`src/rtl/async_sram_seq_pkg.sv`:
```
package async_sram_seq_pkg;

  typedef enum logic [2:0] {
    S_IDLE,
    S_RD_ACC,
    S_RD_TURN,
    S_WR_PULSE,
    S_WR_HOLD
  } seqState_t;

  // Strobes from control to datapath. Pin fields describe the next state.
  typedef struct packed {
    logic load;
    logic ceN;
    logic oeN;
    logic weN;
    logic drive;
    logic capture;
    logic done;
  } seqStb_t;

  function automatic int unsigned cyclesFor(input int unsigned ns, input int unsigned clkNs);
    int unsigned c;
    c = (ns + clkNs - 1) / clkNs;
    return (c == 0) ? 1 : c;
  endfunction

  function automatic int unsigned maxOf(input int unsigned a, input int unsigned b);
    return (a > b) ? a : b;
  endfunction

endpackage

```
`src/rtl/async_sram_seq_ctrl.sv`:
```
module async_sram_seq_ctrl
  import async_sram_seq_pkg::*;
#(
  parameter int unsigned RD_CYC   = 7,
  parameter int unsigned WR_CYC   = 7,
  parameter int unsigned HOLD_CYC = 1,
  parameter int unsigned TURN_CYC = 2
) (
  input  logic    clk,
  input  logic    rstN,
  input  logic    hostReq,
  input  logic    hostWr,
  input  logic    pwrHold,
  output logic    hostReady,
  output seqStb_t stb
);

  localparam int unsigned MAX_CYC = maxOf(maxOf(RD_CYC, WR_CYC), maxOf(HOLD_CYC, TURN_CYC));
  localparam int unsigned CNT_W   = $clog2(MAX_CYC + 1);

  seqState_t state, nextState;
  logic [CNT_W-1:0] cnt, nextCnt;
  logic accept;
  logic lastCyc;

  assign hostReady = (state == S_IDLE) && !pwrHold;
  assign accept    = hostReq && hostReady;
  assign lastCyc   = (cnt == '0);

  always_comb begin
    nextState = state;
    nextCnt   = cnt;
    unique case (state)
      S_IDLE: begin
        if (accept) begin
          if (hostWr) begin
            nextState = S_WR_PULSE;
            nextCnt   = CNT_W'(WR_CYC - 1);
          end else begin
            nextState = S_RD_ACC;
            nextCnt   = CNT_W'(RD_CYC - 1);
          end
        end
      end
      S_RD_ACC: begin
        if (lastCyc) begin
          nextState = S_RD_TURN;
          nextCnt   = CNT_W'(TURN_CYC - 1);
        end else begin
          nextCnt = cnt - 1'b1;
        end
      end
      S_RD_TURN: begin
        if (lastCyc) nextState = S_IDLE;
        else         nextCnt   = cnt - 1'b1;
      end
      S_WR_PULSE: begin
        if (lastCyc) begin
          nextState = S_WR_HOLD;
          nextCnt   = CNT_W'(HOLD_CYC - 1);
        end else begin
          nextCnt = cnt - 1'b1;
        end
      end
      S_WR_HOLD: begin
        if (lastCyc) nextState = S_IDLE;
        else         nextCnt   = cnt - 1'b1;
      end
      default: nextState = S_IDLE;
    endcase
  end

  always_comb begin
    stb.load    = accept;
    stb.ceN     = !((nextState == S_RD_ACC) || (nextState == S_WR_PULSE));
    stb.oeN     = !(nextState == S_RD_ACC);
    stb.weN     = !(nextState == S_WR_PULSE);
    stb.drive   = (nextState == S_WR_PULSE) || (nextState == S_WR_HOLD);
    stb.capture = (state == S_RD_ACC) && lastCyc;
    stb.done    = ((state == S_RD_ACC) || (state == S_WR_HOLD)) && lastCyc;
  end

  always_ff @(posedge clk) begin
    if (!rstN) begin
      state <= S_IDLE;
      cnt   <= '0;
    end else begin
      state <= nextState;
      cnt   <= nextCnt;
    end
  end

  // hold input refuses requests
  p_refuse_protect_r7: assert property (@(posedge clk) disable iff (!rstN)
    pwrHold |-> !hostReady);

  // no acceptance while an access is in flight
  p_busy_not_ready_r7: assert property (@(posedge clk) disable iff (!rstN)
    (state != S_IDLE) |-> !hostReady);

  // an access in flight never drops straight back to idle from its strobe phase
  p_finish_r8: assert property (@(posedge clk) disable iff (!rstN)
    (state == S_WR_PULSE) |=> (state == S_WR_PULSE) || (state == S_WR_HOLD));

endmodule

```
`src/rtl/async_sram_seq_dpath.sv`:
```
module async_sram_seq_dpath
  import async_sram_seq_pkg::*;
#(
  parameter int unsigned ADDR_W   = 19,
  parameter int unsigned DATA_W   = 8,
  parameter int unsigned RD_CYC   = 7,
  parameter int unsigned WR_CYC   = 7,
  parameter int unsigned HOLD_CYC = 1,
  parameter int unsigned TURN_CYC = 2
) (
  input  logic              clk,
  input  logic              rstN,
  input  seqStb_t           stb,
  input  logic [ADDR_W-1:0] hostAddr,
  input  logic [DATA_W-1:0] hostWdata,
  input  logic [DATA_W-1:0] memDin,
  output logic              hostAck,
  output logic [DATA_W-1:0] hostRdata,
  output logic [ADDR_W-1:0] memAddr,
  output logic [DATA_W-1:0] memDout,
  output logic              memDoutEn,
  output logic              memCeN,
  output logic              memOeN,
  output logic              memWeN
);

  always_ff @(posedge clk) begin
    if (!rstN) begin
      memAddr   <= '0;
      memDout   <= '0;
      memDoutEn <= 1'b0;
      memCeN    <= 1'b1;
      memOeN    <= 1'b1;
      memWeN    <= 1'b1;
      hostRdata <= '0;
      hostAck   <= 1'b0;
    end else begin
      memCeN    <= stb.ceN;
      memOeN    <= stb.oeN;
      memWeN    <= stb.weN;
      memDoutEn <= stb.drive;
      hostAck   <= stb.done;
      if (stb.load) begin
        memAddr <= hostAddr;
        memDout <= hostWdata;
      end
      if (stb.capture) hostRdata <= memDin;
    end
  end

  // Checker counters for pin-level windows
  localparam int unsigned CW = 16;
  localparam logic [CW-1:0] SAT = '1;
  logic [CW-1:0] weLow, oeLow, holdRun, oeHigh;

  always_ff @(posedge clk) begin
    if (!rstN) begin
      weLow   <= '0;
      oeLow   <= '0;
      holdRun <= '0;
      oeHigh  <= SAT;
    end else begin
      weLow   <= !memWeN ? ((weLow == SAT) ? SAT : weLow + 1'b1) : '0;
      oeLow   <= !memOeN ? ((oeLow == SAT) ? SAT : oeLow + 1'b1) : '0;
      if (memDoutEn && memWeN) holdRun <= (holdRun == SAT) ? SAT : holdRun + 1'b1;
      else if (!memDoutEn)     holdRun <= '0;
      oeHigh  <= memOeN ? ((oeHigh == SAT) ? SAT : oeHigh + 1'b1) : '0;
    end
  end

  p_oe_high_write_r3: assert property (@(posedge clk) disable iff (!rstN)
    (!memWeN || memDoutEn) |-> memOeN);

  p_we_width_r3: assert property (@(posedge clk) disable iff (!rstN)
    $rose(memWeN) |-> (weLow == CW'(WR_CYC)));

  p_read_width_r2: assert property (@(posedge clk) disable iff (!rstN)
    $rose(memOeN) |-> (oeLow == CW'(RD_CYC)));

  p_hold_len_r4: assert property (@(posedge clk) disable iff (!rstN)
    $fell(memDoutEn) |-> (holdRun == CW'(HOLD_CYC)));

  p_addr_hold_r5: assert property (@(posedge clk) disable iff (!rstN)
    ((!memCeN || memDoutEn) && $past(!memCeN || memDoutEn)) |-> $stable(memAddr));

  p_turnaround_r6: assert property (@(posedge clk) disable iff (!rstN)
    $rose(memDoutEn) |-> (oeHigh >= CW'(TURN_CYC)));

  p_ack_pulse_r9: assert property (@(posedge clk) disable iff (!rstN)
    hostAck |=> !hostAck);

endmodule

```
`src/rtl/async_sram_seq.sv`:
```
module async_sram_seq
  import async_sram_seq_pkg::*;
#(
  parameter int unsigned ADDR_W      = 19,
  parameter int unsigned DATA_W      = 8,
  parameter int unsigned CLK_NS      = 10,
  parameter int unsigned T_ACC_NS    = 70,
  parameter int unsigned T_OE_ACC_NS = 35,
  parameter int unsigned T_CYC_NS    = 70,
  parameter int unsigned T_WP_NS     = 55,
  parameter int unsigned T_AW_NS     = 65,
  parameter int unsigned T_DW_NS     = 30,
  parameter int unsigned T_DH_NS     = 0,
  parameter int unsigned T_AH_NS     = 5,
  parameter int unsigned T_OHZ_NS    = 20
) (
  input  logic              clk,
  input  logic              rstN,
  input  logic              hostReq,
  input  logic              hostWr,
  input  logic [ADDR_W-1:0] hostAddr,
  input  logic [DATA_W-1:0] hostWdata,
  input  logic              pwrHold,
  output logic              hostReady,
  output logic              hostAck,
  output logic [DATA_W-1:0] hostRdata,
  output logic [ADDR_W-1:0] memAddr,
  output logic [DATA_W-1:0] memDout,
  output logic              memDoutEn,
  input  logic [DATA_W-1:0] memDin,
  output logic              memCeN,
  output logic              memOeN,
  output logic              memWeN
);

  localparam int unsigned CYC_MIN  = cyclesFor(T_CYC_NS, CLK_NS);
  localparam int unsigned RD_CYC   = maxOf(maxOf(cyclesFor(T_ACC_NS, CLK_NS),
                                                 cyclesFor(T_OE_ACC_NS, CLK_NS)), CYC_MIN);
  localparam int unsigned HOLD_CYC = maxOf(cyclesFor(T_DH_NS, CLK_NS), cyclesFor(T_AH_NS, CLK_NS));
  localparam int unsigned WR_REST  = (CYC_MIN > HOLD_CYC) ? (CYC_MIN - HOLD_CYC) : 1;
  localparam int unsigned WR_CYC   = maxOf(maxOf(cyclesFor(T_WP_NS, CLK_NS), cyclesFor(T_AW_NS, CLK_NS)),
                                           maxOf(cyclesFor(T_DW_NS, CLK_NS), WR_REST));
  localparam int unsigned TURN_CYC = cyclesFor(T_OHZ_NS, CLK_NS);

  seqStb_t stb;

  async_sram_seq_ctrl #(
    .RD_CYC(RD_CYC), .WR_CYC(WR_CYC), .HOLD_CYC(HOLD_CYC), .TURN_CYC(TURN_CYC)
  ) ctrl (
    .clk(clk), .rstN(rstN), .hostReq(hostReq), .hostWr(hostWr),
    .pwrHold(pwrHold), .hostReady(hostReady), .stb(stb)
  );

  async_sram_seq_dpath #(
    .ADDR_W(ADDR_W), .DATA_W(DATA_W),
    .RD_CYC(RD_CYC), .WR_CYC(WR_CYC), .HOLD_CYC(HOLD_CYC), .TURN_CYC(TURN_CYC)
  ) dpath (
    .clk(clk), .rstN(rstN), .stb(stb), .hostAddr(hostAddr), .hostWdata(hostWdata),
    .memDin(memDin), .hostAck(hostAck), .hostRdata(hostRdata), .memAddr(memAddr),
    .memDout(memDout), .memDoutEn(memDoutEn), .memCeN(memCeN), .memOeN(memOeN),
    .memWeN(memWeN)
  );

endmodule

```
`config.mk`:
```
export PLATFORM = sky130hd
export DESIGN_NAME = async_sram_seq
export DESIGN_NICKNAME = d
export VERILOG_FILES = /design/src/rtl/async_sram_seq_pkg.sv /design/src/rtl/async_sram_seq_ctrl.sv /design/src/rtl/async_sram_seq_dpath.sv /design/src/rtl/async_sram_seq.sv
export SDC_FILE = /design/constraint.sdc
export NUM_CORES = 1
export LEC_CHECK = 0
export BUFFER_PORTS_ARGS = -buffer_cell sky130_fd_sc_hd__clkbuf_2
export CAP_MARGIN = 25
export CORE_ASPECT_RATIO = 1.75
export CORE_UTILIZATION = 46
export CTS_CLUSTER_SIZE = 20
export DETAILED_ROUTE_END_ITERATION = 12
export MAX_ROUTING_LAYER = met4
export PLACE_DENSITY = 0.78
export SLEW_MARGIN = 10
export SYNTH_ARGS = -nofsm -noshare
export SYNTH_HDL_FRONTEND = slang
export SYNTH_SLANG_ARGS = --single-unit
```
`constraint.sdc`:
```
create_clock -name clk -period 1.8 [get_ports clk]
set_input_delay 0.36 -clock clk [delete_from_list [all_inputs] [get_ports clk]]
set_output_delay 0.36 -clock clk [all_outputs]
set_load 0.03 [all_outputs]
```
==> results of run 1 <==
worst max path at each step:
stage / from / endpoint / slack [ns] / depth (start not counted)
6_report: ctrl.state[0] / hostReady / 0.13 / 2
5_1_grt: ctrl.state[0] / ctrl.cnt[2] / -0.003 / 4
4_1_cts: ctrl.state[0] / hostReady / 0.12 / 2
3_5_place_dp: ctrl.cnt[0] / ctrl.cnt[2] / 0.15 / 6
3_3_place_gp: ctrl.cnt[0] / ctrl.cnt[2] / 0.23 / 6
2_1_floorplan: ctrl.state[1] / hostReady / 0.08 / 3
sequential cells by signal, summed over array words and instances (netlist names), 3 cells and up:
| name | cells |
|---|---|
| ctrl.cnt | 3 |
| ctrl.state | 3 |
| dpath.hostRdata | 8 |
| dpath.memAddr | 19 |
| dpath.memDout | 8 |
cell usage after synthesis (2+ instances only):
cell / instances
a2111oi_2: 2
buf_2: 5
a21oi_1: 30
nand2_1: 57
dfxtp_1: 46
nand3_1: 3
o211ai_1: 2
ha_1: 2
mux2i_1: 11
clkbuf_1: 9
nor2_1: 15
inv_1: 5
nand3b_1: 3
nand2b_1: 4
nor2b_1: 3
o21ai_1: 5
per-stage QoR:
stage | setup TNS [ns] | std cells | setup WS, ns | utilization | instance area (sq um)
after global routing | -0.00250 | 351 | -0.00250 | 0.640 | 2470
after CTS | 0 | 351 | 0.123 | 0.640 | 2470
after global placement | 0 | 343 | 0.229 | 0.616 | 2380
final | 0 | 351 | 0.133 | 0.640 | 2470
after detailed placement | 0 | 343 | 0.147 | 0.616 | 2380
after floorplan | 0 | 219 | 0.0845 | - | 1870
worst min-delay path: cells and delay by family:
family / cells / cell delay, ns
simple gates: 1 / 0.04
buf+inv: 1 / 0.08
compound gates: 1 / 0.05
power groups by stage:
stage | Combinational, W | Clock [W] | Sequential, W
final | 0.000625 | 0.000639 | 0.00115
after global routing | 0.000680 | 0.000698 | 0.00116
after CTS | 0.000629 | 0.000656 | 0.00115
after detailed placement | 0.000628 | 0 | 0.00117
after global placement | 0.000614 | 0 | 0.00117
after floorplan | 0.000324 | 0 | 0.00126
cells by family (layout without fill, tap and decap cells):
logic type / Yosys count / after routing / share of synthesized area
adder cells (fa/ha/maj): 2 / 2 / 0.0134
AND/OR/NAND/NOR: 93 / 93 / 0.235
flip-flops: 46 / 46 / 0.495
AO/OA/AOI/OAI: 47 / 47 / 0.154
multiplexers: 11 / 11 / 0.0591
buffers and inverters: 20 / 104 / 0.0437
per-layer routing:
layer  vias up  part of all wire
met5         -                 0
met4         0             0.026
met3        10             0.032
met2        47              0.56
met1       829              0.38
li1        903                 -
area by class of cell:
class                   count  area, sq um  share of cell area
clock buffers               7         86.3              0.0349
clock inverters             1         5.00             0.00202
inverters                   6         22.5             0.00910
multi-input cells         153          866               0.350
flip-flops and latches     46          922               0.373
well taps                  48         60.1              0.0243
repair buffers             90          513               0.207
timing repair:
action / 4_1_cts / 5_1_grt
gates resized for setup: 0 / 1
setup buffers: 0 / 0
setup endpoints to repair: 0 / 2
==> summary.md, run 1 <==
| Metric | Value |
|---|---|
| Commonest non-fill, non-tap cells in the layout | 80 x clkbuf_2, 57 x nand2_1, 45 x dfxtp_1, 30 x a21oi_1, 15 x nor2_1 |
| Peak VDD IR | 832 uV |
| Global-route wire length before repair | 7070 um |
| Top area cells in the synthesized netlist | dfxtp_1 49%, nand2_1 11%, a21oi_1 8.1% |
| GRT met2 Usage | 0.416 |
| GRT overflow | 0 |
| Grt met1 use | 0.198 |
| Register bit total from synthesis | 46 |
| Final worst path period share | 0.926 |
| Hold violation count in the final report | 0 |
| Syn. warnings | 0 |
| Worst skew pair latency | 0.29 ns |
| Reg2Reg Launch Point | ctrl.state[0] |
| Final #Nets | 344 |
| Reg2reg end | ctrl.cnt[2] |
| Tmin final | 1.67 ns |
| Sequential share of the synthesized area | 0.495 |
| Clk buf depth | 2 |
| Initial drt markers | 22 |
| Die Area | 4320 sq um |
| Clock Skews | 0.00288 ns |
| Mean Syn Cell Area | 8.50 sq um |
| Post-synth EDFFs | 0 |
| Commonest non-fill, non-tap cell in the layout | clkbuf_2 |
| Pin count of the biggest net entering global routing | 29 |
| Num rows | 30 |
| P_int | 0.00164 W |
| Ratio of cells with drive above 1 in the final layout | 0.347 |
| WL per Instance | 12.5 um |
| GPL Wtd Cong | 0.926 |
| CP Capture Type | primary output |
| Number of hold buffers added after CTS | 0 |
| # fillers | 368 |
| # IOs | 81 |
| Slowest Stage Delay on Critical Path | 0.48 ns |
| Core area | 3870 sq um |
| CTS tree | yes |
| CP bufs+invs | 1 |
| HPWL Detailed | 3320 um |
| Post-layout power | 0.00242 W |
| P&R area growth vs syn | 32.9% |
| Vias in the first global route | 1727 |
| Routing usage on met3 | 0.0337 |
| Synth cell types | 33 |
| CTS Sinks | 46 |
| Critical path's slowest cell | dfxtp_1 |
| P_sw | 0.000773 W |
| Total GRT Usage | 0.219 |
| Clock network power share | 0.264 |
| Port bufs | 80 |
| CP Cell Sequence | nor4_2, clkbuf_2 |
| Hold path cells | 3 |
| Syn_nets | 261 |
| Dominant cell type by area after synthesis | dfxtp_1 |
| Hold Path Sink | dpath.memAddr[13] |
| Mapped Area | 1860 sq um |
| Total CTS buffers | 5 |
| Total power per unit cell area | 976 nW/um^2 |
| Root Driver | clkbuf_8 |
| Initial core utilization | 0.482 |
| Post-route ant nets | 0 |
| Seq pwr share | 0.477 |
| WS Path Type | reg -> out |
| CP startpoint kind | register |
| H-tree depth | 2 |
| Fin. max-slew vios | 0 |
| WHS | 0.278 ns |
| CP top delay family | flip-flops |
| Antenna cell count | 0 |
| Critical Path AT | 1.31 ns |
| Drt drc | 0 |
| Hold crit path type | in -> reg |
| Share of the synthesized area in the top cell type | 0.495 |
| Fmax | 600 MHz |
| Critical path required time | 1.44 ns |
| Flop-to-flop setup slack | 0.15 ns |
| P_leak | 1.11 nW |
| # setup viols final | 0 |
| Status | complete, no violations |
| Min-delay src | hostAddr[13] |
| R2r worst-path depth | 4 |
| Part of the power in combinational logic | 0.259 |
| GR peak layer | met2 |
| Worst Tran Pin Value | 0.537 ns |
| Cells after Synth | 219 |
| CP Max Fanout | 15 |
| DRT Pass-1 Iters | 4 |
| DRT Wirelength | 4380 um |
| Initial antenna violation count | 0 |
| Vias per cell | 5.10 |
| Clock-pin slew on the worst setup and hold paths | 0.08 ns |
| Primary FF master, synth | dfxtp_1 |
| Vias | 1789 |
| Worst slew margin | 0.642 |
| Die Width | 50.1 um |
| FFs w/ async S/R, synth | 0 |
| Switching share of total power | 0.320 |
| Max-Cap Viols | 0 |
| Die height | 86.2 um |
Power figures use the tool's default switching activity.
==> inputs of run 2 (changes only) <==
- CTS_CLUSTER_DIAMETER: default -> 50
- MAX_ROUTING_LAYER: met4 -> default
- SLEW_MARGIN: 10 -> 20
==> run 2 against run 1 <==
Compared with the run above:
- power fell by 0.60%
- sequential power barely moved
- sequential share of layout area rose by 0.075 points
- critical path type is now reg -> reg
- highest routed layer unchanged
==> summary.md, run 2 (synthesis results as in run 1) <==
| Metric | Value |
|---|---|
| P_leak | 1.10 nW |
| Global-route wire length before repair | 7280 um |
| Reg area | 922 sq um |
| Largest reg by FF count | dpath.memAddr |
| Critical Path AT | 1.85 ns |
| P&R area growth vs syn | 32.7% |
| GR peak layer | met2 |
| Root Driver | clkbuf_8 |
| Clock-pin slew on the worst setup and hold paths | 0.08 ns |
| Reg2Reg Launch Point | ctrl.state[0] |
| Largest registers | dpath.memAddr (19), dpath.hostRdata (8), dpath.memDout (8) |
| Num rows | 30 |
| RSZ-0062 raised after global routing | false |
| Clock network power share | 0.262 |
| Placed cell count | 342 |
| Initial drt markers | 34 |
| GPL Wtd Cong | 0.939 |
| Critical path required time | 2.00 ns |
| Multi-input gate area | 866 sq um |
| # fillers | 346 |
| Total CTS buffers | 5 |
| Grt met1 use | 0.210 |
| Worst skew pair latency | 0.29 ns |
| Hold path cells | 3 |
| Initial core utilization | 0.482 |
| Max-Cap Viols | 0 |
| Initial antenna violation count | 0 |
| P_int | 0.00164 W |
| Ratio of cells with drive above 1 in the final layout | 0.344 |
| R2r worst-path depth | 4 |
| Clock Skews | 0.00955 ns |
| Die height | 86.2 um |
| Antenna cell count | 0 |
| H-tree depth | 2 |
| P_sw | 0.000761 W |
| DRT Wirelength | 4390 um |
| Vias per cell | 5.07 |
| Max FFs per register | 19 |
| Worst slew margin | 0.643 |
| CP Max Fanout | 15 |
| Pin count of the biggest net entering global routing | 29 |
| CTS Sinks | 46 |
| Min-delay src | hostWdata[7] |
| GRT overflow | 0 |
| Hold crit path type | in -> reg |
| Status | complete, no violations |
| Commonest non-fill, non-tap cells in the layout | 79 x clkbuf_2, 57 x nand2_1, 45 x dfxtp_1, 30 x a21oi_1, 15 x nor2_1 |
| Seq pwr share | 0.480 |
| Switching share of total power | 0.317 |
| Reg2reg end | ctrl.cnt[2] |
| Flop-to-flop setup slack | 0.14 ns |
| Total negative slack | 0 ns |
| Peak VDD IR | 682 uV |
| Total power per unit cell area | 973 nW/um^2 |
| Post-CTS Setup Inserts | 0 |
| DRT Pass-1 Iters | 4 |
| CTS tree | yes |
| Worst Tran Pin Value | 0.535 ns |
| Finished Layout Cells | 350 |
| # IOs | 81 |
| GRT met2 Usage | 0.408 |
| Routing usage on met3 | 0.0532 |
| CP startpoint kind | register |
| Port bufs | 80 |
| Worst setup startpoint | ctrl.state[0] |
| Hold Path Sink | dpath.memDout[7] |
| Total GRT Usage | 0.221 |
| Vias in the first global route | 1725 |
| Fin. max-slew vios | 0 |
| Hold violation count in the final report | 0 |
| Tmin final | 1.66 ns |
| Vias | 1775 |
| WL per Instance | 12.5 um |
| Die Area | 4320 sq um |
| Fmax | 604 MHz |
| Part of the power in combinational logic | 0.258 |
| Final #Nets | 343 |
| Drt drc | 0 |
| CP Capture Type | register |
| WS Path Type | reg -> reg |
| # setup viols final | 0 |
| Post-route ant nets | 0 |
| Final worst path period share | 0.919 |
| Commonest non-fill, non-tap cell in the layout | clkbuf_2 |
| Die Width | 50.1 um |
| HPWL Detailed | 3350 um |
| Core area | 3870 sq um |
| Clk buf depth | 2 |
-- run 2: cell count changes in the layout (fill, tap and decap cells not counted) --
cell      before  now
clkbuf_2      80   79
-- run 2: worst max path at each step --
stage / depth (start not counted) / slack [ns] / endpoint
floorplan: 3 / 0.08 / hostReady
global placement: 6 / 0.23 / ctrl.state[1]
detailed placement: 6 / 0.18 / ctrl.cnt[2]
CTS: 3 / 0.04 / hostReady
global route: 6 / 0.02 / ctrl.state[1]
finish: 4 / 0.14 / ctrl.cnt[2]
-- run 2: final cells by class --
cell class | count | area share
well taps | 48 | 0.0243
clock buffers | 7 | 0.0350
clock inverters | 1 | 0.00203
multi-input cells | 153 | 0.351
repair buffers | 89 | 0.206
inverters | 6 | 0.00912
flip-flops and latches | 46 | 0.373
-- run 2: per-layer routing --
metal,up-vias,share of wire
met5,-,0
met3,16,0.034
met2,54,0.56
met4,0,0.037
li1,901,-
met1,804,0.37
-- run 2: power groups by stage --
stage | combinational, W | sequential, W | clock, W
after global placement | 0.000606 | 0.00117 | 0
final | 0.000619 | 0.00115 | 0.000629
after floorplan | 0.000324 | 0.00126 | 0
after detailed placement | 0.000619 | 0.00118 | 0
after global routing | 0.000671 | 0.00117 | 0.000704
after CTS | 0.000621 | 0.00115 | 0.000653
-- run 2: worst max-delay path, cell delays in order (launching register included) --
cell and delay, ns:
dfxtp_1 0.66, nor2b_1 0.13, o21ai_1 0.19, nand3_1 0.19, a2111oi_2 0.38
-- run 2: timing repair --
| item | CTS | global route |
|---|---|---|
| setup endpoints to repair | 0 | 1 |
| hold buffers | 0 | 0 |
| resized for setup | 0 | 3 |
-- run 2: metrics by stage --
step	setup WS (ns)	instance area, sq um	hold WS [ns]	utilization	total power, W
floorplan	0.0845	1870	0.439	-	0.00159
global placement	0.230	2370	0.441	0.614	0.00178
detailed placement	0.180	2370	0.447	0.614	0.00180
CTS	0.0433	2470	0.272	0.638	0.00243
global route	0.0222	2470	0.262	0.639	0.00254
finish	0.145	2470	0.279	0.639	0.00240
==> inputs of run 3 (changes only) <==
- BUFFER_PORTS_ARGS: -buffer_cell sky130_fd_sc_hd__clkbuf_2 -> default
- CORE_UTILIZATION: 46 -> 60
- DONT_BUFFER_PORTS: default -> 1
- PLACE_DENSITY: 0.78 -> 0.76
==> run 3 against run 2 <==
Compared with the run above:
- the flow now finishes with violations (design-rule violations)
- power down 6.2%
- count of clock-buffer cells in the layout down 2
- largest cell class unchanged
- sequential power rose by 10%
- wire length fell by 11%
- register-to-register slack got worse by 0.03 ns
- cell area fell by 18%
- maximum frequency decreased by 1.6%
- highest routed layer unchanged
- worst setup slack worse by 0.027 ns
- critical endpoint is now ctrl.state[1]
- first-iteration DRC count down 21%
- core utilization rose by 5.3 points
==> summary.md, run 3 (synthesis results as in run 1) <==
| Metric | Value |
|---|---|
| CTS Sinks | 46 |
| Tmin final | 1.68 ns |
| H-tree depth | 2 |
| Final #Nets | 265 |
| WS Path Type | reg -> reg |
| GPL Wtd Cong | 0.875 |
| Multi-input gate area | 871 sq um |
| Slowest Stage Delay on Critical Path | 0.36 ns |
| Total negative slack | 0 ns |
| Largest registers | dpath.memAddr (19), dpath.hostRdata (8), dpath.memDout (8) |
| Port bufs | 0 |
| Core area | 2930 sq um |
| Fmax | 595 MHz |
| Total CTS buffers | 5 |
| Clk buf depth | 2 |
| Initial antenna violation count | 0 |
| GRT overflow | 0 |
| Post-CTS Setup Inserts | 0 |
| Vias | 1508 |
| Critical Path AT | 1.87 ns |
| Commonest non-fill, non-tap cells in the layout | 57 x nand2_1, 45 x dfxtp_1, 30 x a21oi_1, 15 x nor2_1, 11 x mux2i_1 |
| # fillers | 242 |
| Grt met1 use | 0.260 |
| Die height | 75.7 um |
| # IOs | 81 |
| Status | complete, but fails checks |
| Root Driver | clkbuf_8 |
| Number of hold buffers added after CTS | 0 |
| Largest reg by FF count | dpath.memAddr |
| Pin count of the biggest net entering global routing | 28 |
| Antenna cell count | 0 |
| Hold crit path type | in -> reg |
| CP startpoint kind | register |
| HPWL Detailed | 2950 um |
| Worst slew margin | 0.654 |
| Clock-pin slew on the worst setup and hold paths | 0.08 ns |
| # setup viols final | 0 |
| Vias in the first global route | 1405 |
| Placed cell count | 244 |
| Commonest non-fill, non-tap cell in the layout | nand2_1 |
| Num rows | 26 |
| Total power per unit cell area | 1110 nW/um^2 |
| Ratio of cells with drive above 1 in the final layout | 0.121 |
| Post-route ant nets | 0 |
| Initial drt markers | 27 |
| P_leak | 0.756 nW |
| CP Max Fanout | 5 |
| Routing usage on met3 | 0.0758 |
| CP Capture Type | register |
| Hold violation count in the final report | 0 |
| Fin. max-slew vios | 0 |
| Drt drc | 1 |
| Final worst path period share | 0.934 |
| GRT met2 Usage | 0.420 |
| RSZ-0062 raised after global routing | false |
| Total GRT Usage | 0.250 |
| Initial core utilization | 0.636 |
| Finished Layout Cells | 251 |
| Vias per cell | 6.01 |
| DRT Wirelength | 3890 um |
| WL per Instance | 15.5 um |
| Max-Cap Viols | 0 |
| Reg area | 922 sq um |
| Worst skew pair latency | 0.30 ns |
| Peak VDD IR | 907 uV |
| Critical path required time | 1.99 ns |
| Max FFs per register | 19 |
| Die Width | 44.1 um |
| CP Cell Sequence | inv_1, ha_1, nor2b_1, nand2_1, and3b_1, a2111oi_2 |
| DRT Pass-1 Iters | 10 |
| P&R area growth vs syn | 8.74% |
| Failing checks | design-rule violations |
| Global-route wire length before repair | 6060 um |
| Clock Skews | 0.00623 ns |
| CTS tree | yes |
| GR peak layer | met2 |
| Critical path's slowest cell | dfxtp_1 |
| Worst Tran Pin Value | 0.507 ns |
| Die Area | 3340 sq um |
[run 3: path summary, 6_finish.rpt]
check | from | endpoint | slack [ns] | cells after the start
max | ctrl.cnt[0] | ctrl.state[1] | 0.12 | 6
min | rstN | dpath.memWeN | 0.14 | 1
max reg2reg | ctrl.cnt[0] | ctrl.state[1] | 0.12 | 6
min reg2reg | ctrl.cnt[1] | ctrl.cnt[1] | 0.48 | 2
[run 3: repair_timing]
action,in CTS,in global routing
endpoints found under the hold margin,0,0
endpoints found under the setup margin,0,3
gates resized for setup,0,2
[run 3: metal layers]
layer	wire, um	part of all wire
met1	1380	0.36
met2	2100	0.54
met3	268	0.069
met4	138	0.035
met5	0	0
[run 3: area by class of cell]
class / instances / area share
multi-input cells: 153 / 0.430
clock buffers: 5 / 0.0340
flip-flops and latches: 46 / 0.456
clock inverters: 2 / 0.00494
well taps: 28 / 0.0173
inverters: 6 / 0.0111
repair buffers: 11 / 0.0470
[run 3: power by group]
group	internal (W)	switching, W	total (W)	leakage (nW)
clock	0.000260	0.000317	0.000578	0.0438
sequential	0.00109	0.000174	0.00127	0.375
combinational	0.000171	0.000237	0.000408	0.337
[run 3: worst max-delay path, delay by kind of cell, from the launching register on]
family | cells | cell delay [ns]
buffers and inverters | 1 | 0.09
flip-flops | 1 | 0.36
AO/OA/AOI/OAI | 1 | 0.34
AND/OR/NAND/NOR | 3 | 0.64
adder cells (fa/ha/maj) | 1 | 0.16
[run 3: through the flow]
step                      cell area, sq um  hold slack, ns  power (W)   util  worst slack, ns
after floorplan                       1870           0.439    0.00159      -           0.0845
after global placement                1940           0.449    0.00168  0.662            0.148
after detailed placement              1940           0.449    0.00169  0.662            0.145
after CTS                             2020           0.137    0.00227  0.689            0.122
after global routing                  2020           0.133    0.00237  0.691          0.00131
final                                 2020           0.141    0.00225  0.691            0.118
